$ cat config.mk
export PLATFORM = sky130hd
export DESIGN_NAME = lpsdr_init_seq
export DESIGN_NICKNAME = d
export VERILOG_FILES = /design/src/rtl/lpsdr_init_pkg.sv /design/src/rtl/lpsdr_gap_timer.sv /design/src/rtl/lpsdr_mode_words.sv /design/src/rtl/lpsdr_init_seq.sv
export SDC_FILE = /design/constraint.sdc
export NUM_CORES = 1
export LEC_CHECK = 0
export ABC_AREA = 1
export ABC_CLOCK_PERIOD_IN_PS = 2300
export BUFFER_PORTS_ARGS = -buffer_cell sky130_fd_sc_hd__buf_2
export CAP_MARGIN = 5
export CORE_ASPECT_RATIO = 1.75
export CORE_UTILIZATION = 40
export DETAILED_ROUTE_END_ITERATION = 12
export GPL_TIMING_DRIVEN = 0
export HOLD_SLACK_MARGIN = 0.15
export PLACE_DENSITY = 0.58
export SLEW_MARGIN = 20
export SYNTH_ARGS = -nofsm -noshare
export SYNTH_HDL_FRONTEND = slang
export SYNTH_SLANG_ARGS = --single-unit
$ cat constraint.sdc
create_clock -name clk -period 2.3 [get_ports clk]
set_input_delay 0.23 -clock clk [delete_from_list [all_inputs] [get_ports clk]]
set_output_delay 0.23 -clock clk [all_outputs]
set_load 0.01 [all_outputs]
$ cat src/rtl/lpsdr_init_pkg.sv
package lpsdr_init_pkg;

  // {cs_n, ras_n, cas_n, we_n}
  typedef enum logic [3:0] {
    CMD_LMR   = 4'b0000,
    CMD_REF   = 4'b0001,
    CMD_PRE   = 4'b0010,
    CMD_NOP   = 4'b0111,
    CMD_DESEL = 4'b1111
  } sd_cmd_e;

  typedef enum logic [2:0] {
    PH_PAUSE,
    PH_PRE_WAIT,
    PH_REF_WAIT,
    PH_MRS_WAIT,
    PH_EMRS_WAIT,
    PH_READY
  } init_phase_e;

  typedef struct packed {
    logic [1:0] cas_lat;
    logic [2:0] burst_len;
    logic       burst_type;
    logic       op_mode;
    logic [2:0] array_sel;
    logic [1:0] temp_sel;
  } init_cfg_t;

endpackage

$ cat src/rtl/lpsdr_gap_timer.sv
module lpsdr_gap_timer #(
  parameter int W       = 16,
  parameter int RST_VAL = 0
) (
  input  logic         clk,
  input  logic         rst,
  input  logic         load,
  input  logic [W-1:0] load_val,
  output logic         zero
);
  logic [W-1:0] cnt;

  always_ff @(posedge clk) begin
    if (rst)             cnt <= W'(RST_VAL);
    else if (load)       cnt <= load_val;
    else if (cnt != '0)  cnt <= cnt - 1'b1;
  end

  assign zero = (cnt == '0);
endmodule

$ cat src/rtl/lpsdr_mode_words.sv
module lpsdr_mode_words
  import lpsdr_init_pkg::*;
#(
  parameter int ADDR_W = 12
) (
  input  init_cfg_t          cfg,
  output logic [ADDR_W-1:0]  mode_word,
  output logic [ADDR_W-1:0]  ext_word
);
  logic [2:0] bl_code;
  logic [2:0] cl_code;
  logic [2:0] pa_code;

  always_comb begin
    case (cfg.burst_len)
      3'd0:    bl_code = 3'b000;
      3'd1:    bl_code = 3'b001;
      3'd2:    bl_code = 3'b010;
      3'd3:    bl_code = 3'b011;
      default: bl_code = 3'b111;
    endcase
    cl_code = (cfg.cas_lat == 2'd0) ? 3'd3 : {1'b0, cfg.cas_lat};
    case (cfg.array_sel)
      3'd0:    pa_code = 3'b000;
      3'd1:    pa_code = 3'b001;
      3'd2:    pa_code = 3'b010;
      3'd3:    pa_code = 3'b101;
      default: pa_code = 3'b110;
    endcase

    mode_word      = '0;
    mode_word[2:0] = bl_code;
    mode_word[3]   = cfg.burst_type;
    mode_word[6:4] = cl_code;
    mode_word[9]   = cfg.op_mode;

    ext_word       = '0;
    ext_word[2:0]  = pa_code;
    ext_word[4:3]  = cfg.temp_sel;
  end
endmodule

$ cat src/rtl/lpsdr_init_seq.sv
module lpsdr_init_seq
  import lpsdr_init_pkg::*;
#(
  parameter int CLK_MHZ     = 50,
  parameter int PAUSE_US    = 200,
  parameter int REFRESH_CNT = 8,
  parameter int T_RP        = 3,
  parameter int T_RFC       = 7,
  parameter int T_MRD       = 2,
  parameter int ADDR_W      = 12
) (
  input  logic              clk,
  input  logic              rst,
  input  logic [1:0]        cfg_cas_lat,
  input  logic [2:0]        cfg_burst_len,
  input  logic              cfg_burst_type,
  input  logic              cfg_op_mode,
  input  logic [2:0]        cfg_array_sel,
  input  logic [1:0]        cfg_temp_sel,
  output logic              sd_cs_n,
  output logic              sd_ras_n,
  output logic              sd_cas_n,
  output logic              sd_we_n,
  output logic [1:0]        sd_ba,
  output logic [ADDR_W-1:0] sd_addr,
  output logic              init_done
);
  localparam int PAUSE_CYC = CLK_MHZ * PAUSE_US;
  localparam int REF_N     = (REFRESH_CNT < 8) ? 8 : REFRESH_CNT;
  localparam int RC_W      = $clog2(REF_N + 1);
  localparam int TW        = $clog2(PAUSE_CYC + T_RP + T_RFC + T_MRD + 2);
  localparam int ALL_BIT   = 10;
  localparam logic [1:0] BA_MODE = 2'b00;
  localparam logic [1:0] BA_EXT  = 2'b10;

  init_phase_e        phase;
  sd_cmd_e            cmd_q;
  logic [1:0]         ba_q;
  logic [ADDR_W-1:0]  addr_q;
  logic               done_q;
  logic [RC_W-1:0]    ref_cnt;
  init_cfg_t          cfg_in, cfg_q;
  logic [ADDR_W-1:0]  mode_word, ext_word;
  logic               tmr_zero, tmr_load;
  logic [TW-1:0]      tmr_val;
  logic               last_ref;

  assign cfg_in = '{cas_lat: cfg_cas_lat, burst_len: cfg_burst_len,
                    burst_type: cfg_burst_type, op_mode: cfg_op_mode,
                    array_sel: cfg_array_sel, temp_sel: cfg_temp_sel};

  assign last_ref = (ref_cnt == RC_W'(REF_N));

  lpsdr_mode_words #(.ADDR_W(ADDR_W)) u_words (
    .cfg       (cfg_q),
    .mode_word (mode_word),
    .ext_word  (ext_word)
  );

  lpsdr_gap_timer #(.W(TW), .RST_VAL(PAUSE_CYC - 1)) u_timer (
    .clk      (clk),
    .rst      (rst),
    .load     (tmr_load),
    .load_val (tmr_val),
    .zero     (tmr_zero)
  );

  always_comb begin
    tmr_load = tmr_zero && (phase != PH_READY);
    case (phase)
      PH_PAUSE:    tmr_val = TW'(T_RP - 1);
      PH_PRE_WAIT: tmr_val = TW'(T_RFC - 1);
      PH_REF_WAIT: tmr_val = last_ref ? TW'(T_MRD - 1) : TW'(T_RFC - 1);
      PH_MRS_WAIT: tmr_val = TW'(T_MRD - 1);
      default:     tmr_val = '0;
    endcase
  end

  always_ff @(posedge clk) begin
    if (rst) begin
      phase   <= PH_PAUSE;
      cmd_q   <= CMD_DESEL;
      ba_q    <= '0;
      addr_q  <= '0;
      done_q  <= 1'b0;
      ref_cnt <= '0;
      cfg_q   <= '0;
    end else begin
      cmd_q  <= (phase == PH_PAUSE) ? CMD_DESEL : CMD_NOP;
      ba_q   <= '0;
      addr_q <= '0;
      if (tmr_zero) begin
        case (phase)
          PH_PAUSE: begin
            cmd_q           <= CMD_PRE;
            addr_q[ALL_BIT] <= 1'b1;
            cfg_q           <= cfg_in;
            phase           <= PH_PRE_WAIT;
          end
          PH_PRE_WAIT: begin
            cmd_q   <= CMD_REF;
            ref_cnt <= RC_W'(1);
            phase   <= PH_REF_WAIT;
          end
          PH_REF_WAIT: begin
            if (last_ref) begin
              cmd_q  <= CMD_LMR;
              ba_q   <= BA_MODE;
              addr_q <= mode_word;
              phase  <= PH_MRS_WAIT;
            end else begin
              cmd_q   <= CMD_REF;
              ref_cnt <= ref_cnt + 1'b1;
            end
          end
          PH_MRS_WAIT: begin
            cmd_q  <= CMD_LMR;
            ba_q   <= BA_EXT;
            addr_q <= ext_word;
            phase  <= PH_EMRS_WAIT;
          end
          PH_EMRS_WAIT: begin
            done_q <= 1'b1;
            phase  <= PH_READY;
          end
          default: ;
        endcase
      end
    end
  end

  assign {sd_cs_n, sd_ras_n, sd_cas_n, sd_we_n} = cmd_q;
  assign sd_ba     = ba_q;
  assign sd_addr   = addr_q;
  assign init_done = done_q;
endmodule

==> impl_results.md, run 1 <==
* Outcome: complete, but fails checks
* Failing checks: DRC
* Count leader, synth: nand2_1
* Top-Level Pins at 33
* Compound-Gate Fraction of Synth Area at 0.0688
* Longest Clk Path Bufs at 2
* DRC violations left at 1
* DR WL/cell at 11.7 um
* VDD IR max at 415 uV
* Largest fanout on the critical path at 8
* CP peak stage delay at 0.33 ns
* Resized cells post-CTS at 0
* Inserted Clock Buffers at 5
* Worst-Skew Late Latency at 0.30 ns
* Die X at 57.9 um
* DRT Wirelength at 4.74 mm
* Buf+Inv Stages, Crit Path at 1
* CTS tree: built
* Clock net sink count at 47
* Drt first pass iters at 8
* Antenna diodes at 0
* Max-Cap Viols at 0
* RSZ-0062 raised after global routing: false
* Critical Path Sink Type: flop
* Vias in the first global route at 1888
* Core area at 5260 um2
* Critical path type: reg2reg
* GP Congestion at 0.815
* Synth area leader: dfxtp_1
* Die area at 5770 um2
* Row count at 35
* Final #Nets at 368
* PwrDens at 561 nW/um2
* Yosys cell types at 31
* HPWL after detailed placement at 3.61 mm
* Fin crit share at 0.742
* Worst slack, placed at 0.568 ns
* Max-slew violation count at 0
* Congestion Overflow GR at 0
* Yosys reg bits at 47
* Worst-path cell chain: inv_1 -> ha_1 -> nand3_2 -> nor2_2 -> nand2_4 -> nor2_4 -> nand3_2 -> nor2_1
* DIE HEIGHT at 99.7 um
* Crit path max-delay family: simple AND/OR/NAND/NOR gates
* Final Critical Period at 1.71 ns
* Pleak at 1.18 nW
* Most used cell, CP: nand3_2
* Gate Count Post-Synth at 301
* Final WS setup at 0.593 ns
* Post-Synth XOR/XNOR Area at 0.00401
* Post-synth EDFFs at 0
* Worst Max-Slew Pin Slew at 0.546 ns
* Achievable clock frequency at 0.586 GHz
* Initial Utilization at 0.415
* Htree depth at 2
* Mapped Avg Cell Area at 7.25 um2
* First-pass GRT wire length at 7.96 mm
* Total Routing Usage GR at 0.178
* Setup TNS at 0 ns
* Crit path DAT at 1.94 ns
* Syn. warnings at 0
* Slew headroom at 0.636
* Main flop type after synthesis: dfxtp_1
* Post-synthesis mux area share at 0
* Share of the synthesized area in the top cell type at 0.431
* Reg clk slew, reported paths at 0.09 ns
* DR vias/cell at 4.86
* Main combinational cell family by area after synthesis: simple AND/OR/NAND/NOR gates
* Synth async-reset ratio at 0
* Largest net degree at the start of global routing at 15
* Final Hold Viols at 0
* Synth-to-layout area growth at 20.4%
* Top cells by count, synth: nand2_1, dfxtp_1, nor2_1, nand3_1, inv_1
* Setup bufs post-CTS at 0
* Sequential share of the synthesized area at 0.431
* Worst Skew at 0.00657 ns
* WP data required at 2.54 ns
* Hold/Removal Path Class: in2reg
* Cell Area, Synth at 2180 um2
* Port Buf Inserts at 27
* Setup violators final at 0
* Post-CTS Hold Fix Bufs at 12
* Slowest-stage cell, CP: dfxtp_1
* Share of cells above drive strength 1 at 0.188
* Clock Tree Root: clkbuf_8
* Initial antenna violation count at 0
* Synth Area in Simple Gates at 0.382
* Adder-Cell Fraction of Synth Area at 0.0172
* Area contributors post-synth: dfxtp_1, nand2_1, nand3_1
* Startpoint Class: flop
* Initial drt markers at 37
* Final ANT Viol Nets at 0
* DR vias at 1972
==> worst reg2reg max path, delay by kind of cell (launching register included) <==
family,cells,cell delay [ns]
and+or+nand+nor,6,1.04
buffers and inverters,1,0.08
adders and majority gates,1,0.20
DFF,1,0.33
==> flip-flops by register name, indices dropped and copies added, names as in the netlist <==
signal and count:
cfg_q 12, cmd_q 4, init_done 1, phase 3, ref_cnt 4, sd_addr 8, sd_ba 1, u_timer.cnt 14
==> power breakdown <==
group          switching [mW]  leakage (nW)  internal [mW]  total (mW)
Clock                   0.274        0.0502          0.318       0.591
Combinational          0.0299         0.753         0.0341      0.0640
Sequential            0.00260         0.379          0.817       0.820
Total                   0.306          1.18           1.17        1.48
==> through the flow <==
stage	utilization	std cells	total power, mW	cell area [um2]	hold slack (ns)
floorplan	-	305	0.868	2200	0.331
global placement	0.457	387	0.887	2400	0.415
detailed placement	0.457	387	0.887	2400	0.419
CTS	0.500	406	1.50	2630	0.210
global route	0.500	406	1.53	2630	0.243
finish	0.500	406	1.48	2630	0.225
==> final timing paths <==
path,startpoint,end,slack [ns],depth (start not counted)
max,u_timer.cnt[0],sd_addr[0],0.59,8
min,rst,u_timer.cnt[0],0.22,3
max reg2reg,u_timer.cnt[0],sd_addr[0],0.59,8
min reg2reg,cfg_q[5],sd_addr[9],0.44,2
==> logic make-up after synthesis <==
group | after synthesis
xor+xnor | 1
flops | 47
fa+ha+maj | 3
simple gates | 178
other cells | 1
buf+inv | 46
compound gates | 25
==> layer usage <==
metal,vias to the layer above,share of wire,global-route usage
li1,1044,-,-
met1,884,0.38,0.169
met2,34,0.57,0.359
met3,10,0.022,0.0273
met4,0,0.023,0.0678
met5,-,0,0
==> placed cells by master (no fill, tap or decap), types with 4 or more instances in the layout <==
cell | netlist | layout
dfxtp_1 | 47 | 47
buf_4 | 7 | 7
buf_2 | 1 | 28
nor2_4 | 4 | 4
inv_2 | 4 | 4
nor2_1 | 45 | 45
clkbuf_8 | 0 | 5
nand4_1 | 4 | 4
conb_1 | 1 | 5
nor3_1 | 6 | 6
inv_1 | 30 | 30
o21ai_0 | 4 | 4
dlygate4sd3_1 | 0 | 12
a21oi_1 | 15 | 15
nand2_1 | 64 | 64
nand3_1 | 38 | 38
==> cell type report <==
cell class / count / area (um2)
Timing Repair Buffer: 39 / 255
Clock inverter: 2 / 37.5
Multi-Input combinational cell: 212 / 1050
Sequential cell: 47 / 941
Fill cell: 560 / 2630
Inverter: 34 / 128
Tap cell: 55 / 68.8
Buffer: 12 / 80.1
Clock buffer: 5 / 68.8
Power figures use the tool's default switching activity.
==> inputs of run 2 (changes only) <==
--- a/config.mk
+++ b/config.mk
@@ -6,7 +6,7 @@
 export NUM_CORES = 1
 export LEC_CHECK = 0
 export ABC_AREA = 1
-export ABC_CLOCK_PERIOD_IN_PS = 2300
+export ABC_CLOCK_PERIOD_IN_PS = 1690
 export BUFFER_PORTS_ARGS = -buffer_cell sky130_fd_sc_hd__buf_2
 export CAP_MARGIN = 5
 export CORE_ASPECT_RATIO = 1.75
==> constraint.sdc (replaced) <==
create_clock -name clk -period 1.69 [get_ports clk]
set_input_delay 0.169 -clock clk [delete_from_list [all_inputs] [get_ports clk]]
set_output_delay 0.169 -clock clk [all_outputs]
set_load 0.01 [all_outputs]
==> run 2 against run 1 <==
The flow still finishes with violations (DRC). Cell area rose by 2.1%. Power rose by 37%. Clock-buffer cell count did not move. Largest power group unchanged. Highest routed layer unchanged.
==> impl_results.md, run 2 (same netlist as run 1, synthesis figures left out) <==
* R2R Path Start: u_timer.cnt[1]
* Total Routing Usage GR at 0.179
* Top-Level Pins at 33
* RSZ-0062 raised after global routing: false
* WP data required at 1.85 ns
* Max-slew violation count at 0
* Largest fanout on the critical path at 6
* Clock Tree Root: clkbuf_8
* Max-Cap Viols at 0
* Power share of the clock group at 0.399
* Setup violators final at 0
* Final #Nets at 370
* Synth-to-layout area growth at 22.9%
* R2r endpoint: ref_cnt[2]
* Reg clk slew, reported paths at 0.09 ns
* Reg2Reg Depth at 10
* Fin util at 0.511
* Slowest-stage cell, CP: dfxtp_1
* Power after layout at 2.02 mW
* DRT Wirelength at 4.82 mm
* Share of cells above drive strength 1 at 0.204
* Initial Utilization at 0.415
* Int Pwr at 1.59 mW
* Longest Clk Path Bufs at 2
* Initial antenna violation count at 0
* Clock net sink count at 47
* Final Critical Period at 1.55 ns
* Critical Path Sink Type: flop
* Achievable clock frequency at 0.647 GHz
* Initial drt markers at 39
* Row count at 35
* Most frequent cells in the layout: nand2_1, dfxtp_1, nor2_1
* Hold_ws at 0.438 ns
* Drt first pass iters at 8
* Antenna diodes at 0
* Outcome: complete, but fails checks
* DRC violations left at 1
* Levels on crit path at 10
* Max FFs per register at 14
* Die X at 57.9 um
* Congestion Overflow GR at 0
* Crit path DAT at 1.71 ns
* Failing checks: DRC
* Sw Share at 0.209
* Final ANT Viol Nets at 0
* HPWL after detailed placement at 3.61 mm
* Commonest non-fill, non-tap cell in the layout: nand2_1
* First-pass GRT wire length at 8.02 mm
* Inserted Clock Buffers at 5
* CTS tree: built
* Port Buf Inserts at 27
* Hold Path Depth at 2
* Most flops, register: u_timer.cnt
* Pleak at 1.19 nW
* DR vias/cell at 4.86
* Hold/Removal Path Class: reg2reg
* Buf+Inv Stages, Crit Path at 3
* Startpoint Class: flop
* GP Congestion at 0.815
* Reg power frac at 0.554
* Critical path type: reg2reg
* Slew headroom at 0.629
* Worst reg2reg setup slack at 0.14 ns
* Fin crit share at 0.915
* WHS Endpoint: sd_addr[9]
* Hold_sp: cfg_q[5]
* Core area at 5260 um2
* Vias in the first global route at 1900
* Crit path max-delay family: simple AND/OR/NAND/NOR gates
* Fillers at 554
* DIE HEIGHT at 99.7 um
* CP peak stage delay at 0.32 ns
* Largest net degree at the start of global routing at 15
* VDD IR max at 570 uV
* Comb pwr share at 0.047
* DR WL/cell at 11.8 um
* Final Hold Viols at 0
* Worst Skew at 0.00594 ns
* DR vias at 1983
* Sw power at 0.421 mW
* Worst Max-Slew Pin Slew at 0.557 ns
* Worst-path cell chain: inv_1 -> ha_4 -> nand3_4 -> inv_1 -> nand2_1 -> nor2_4 -> buf_4 -> nand2_2 -> nand2_1 -> a21oi_1
* PwrDens at 751 nW/um2
* Die area at 5770 um2
* Htree depth at 2
* Worst-Skew Late Latency at 0.30 ns
## run 2: power by group through the flow
stage	Clock [mW]	Combinational, mW	Sequential (mW)
floorplan	0	0.0404	1.14
global placement	0	0.0653	1.14
detailed placement	0	0.0659	1.14
CTS	0.832	0.0886	1.12
global route	0.870	0.103	1.12
finish	0.805	0.0946	1.12
## run 2: routing by layer
layer / GRT usage / routed length, um
met1: 0.168 / 1860
met2: 0.365 / 2750
met3: 0.0273 / 106
met4: 0.0678 / 102
met5: 0 / 0
## run 2: how the worst max path moves through the flow
| stage | startpoint | endpoint | slack (ns) |
|---|---|---|---|
| global placement | u_timer.cnt[0] | sd_addr[0] | -0.03 |
| detailed placement | u_timer.cnt[0] | sd_addr[0] | -0.04 |
| CTS | u_timer.cnt[0] | sd_addr[0] | 0.005 |
| finish | u_timer.cnt[1] | ref_cnt[2] | 0.14 |
| floorplan | u_timer.cnt[0] | u_timer.cnt[0] | 0.24 |
| global route | u_timer.cnt[1] | ref_cnt[0] | 0.02 |
## run 2: final cells by class
cell class                 instances  area [um2]  share of cell area
multi-input combinational        212        1090               0.405
sequential                        47         941               0.351
timing repair buffer              41         273               0.102
inverter                          34         128              0.0476
buffer                            12        80.1              0.0298
clock buffer                       5        68.8              0.0256
tap                               55        68.8              0.0256
clock inverter                     2        37.5              0.0140
## run 2: repair_timing
action,in CTS,in global routing
gates resized for setup,2,7
endpoints found under the hold margin,13,0
hold buffers,13,0
setup buffers,1,0
pin swaps,1,1
setup endpoints to repair,21,35
## run 2: worst min-delay path: cells and delay by family, from the launching register on
kind          cells  cell delay [ns]
flops             1             0.32
buf+inv           1             0.05
simple gates      1             0.03
## run 2: metrics by stage
step           setup TNS [ns]  cell area, um2  cells  setup slack [ns]
4_1_cts                     0            2650    408           0.00499
5_1_grt                     0            2680    408            0.0155
3_5_place_dp           -0.239            2400    387           -0.0417
3_3_place_gp          -0.0368            2400    387           -0.0254
6_report                    0            2680    408             0.144
2_1_floorplan               0            2200    305             0.238
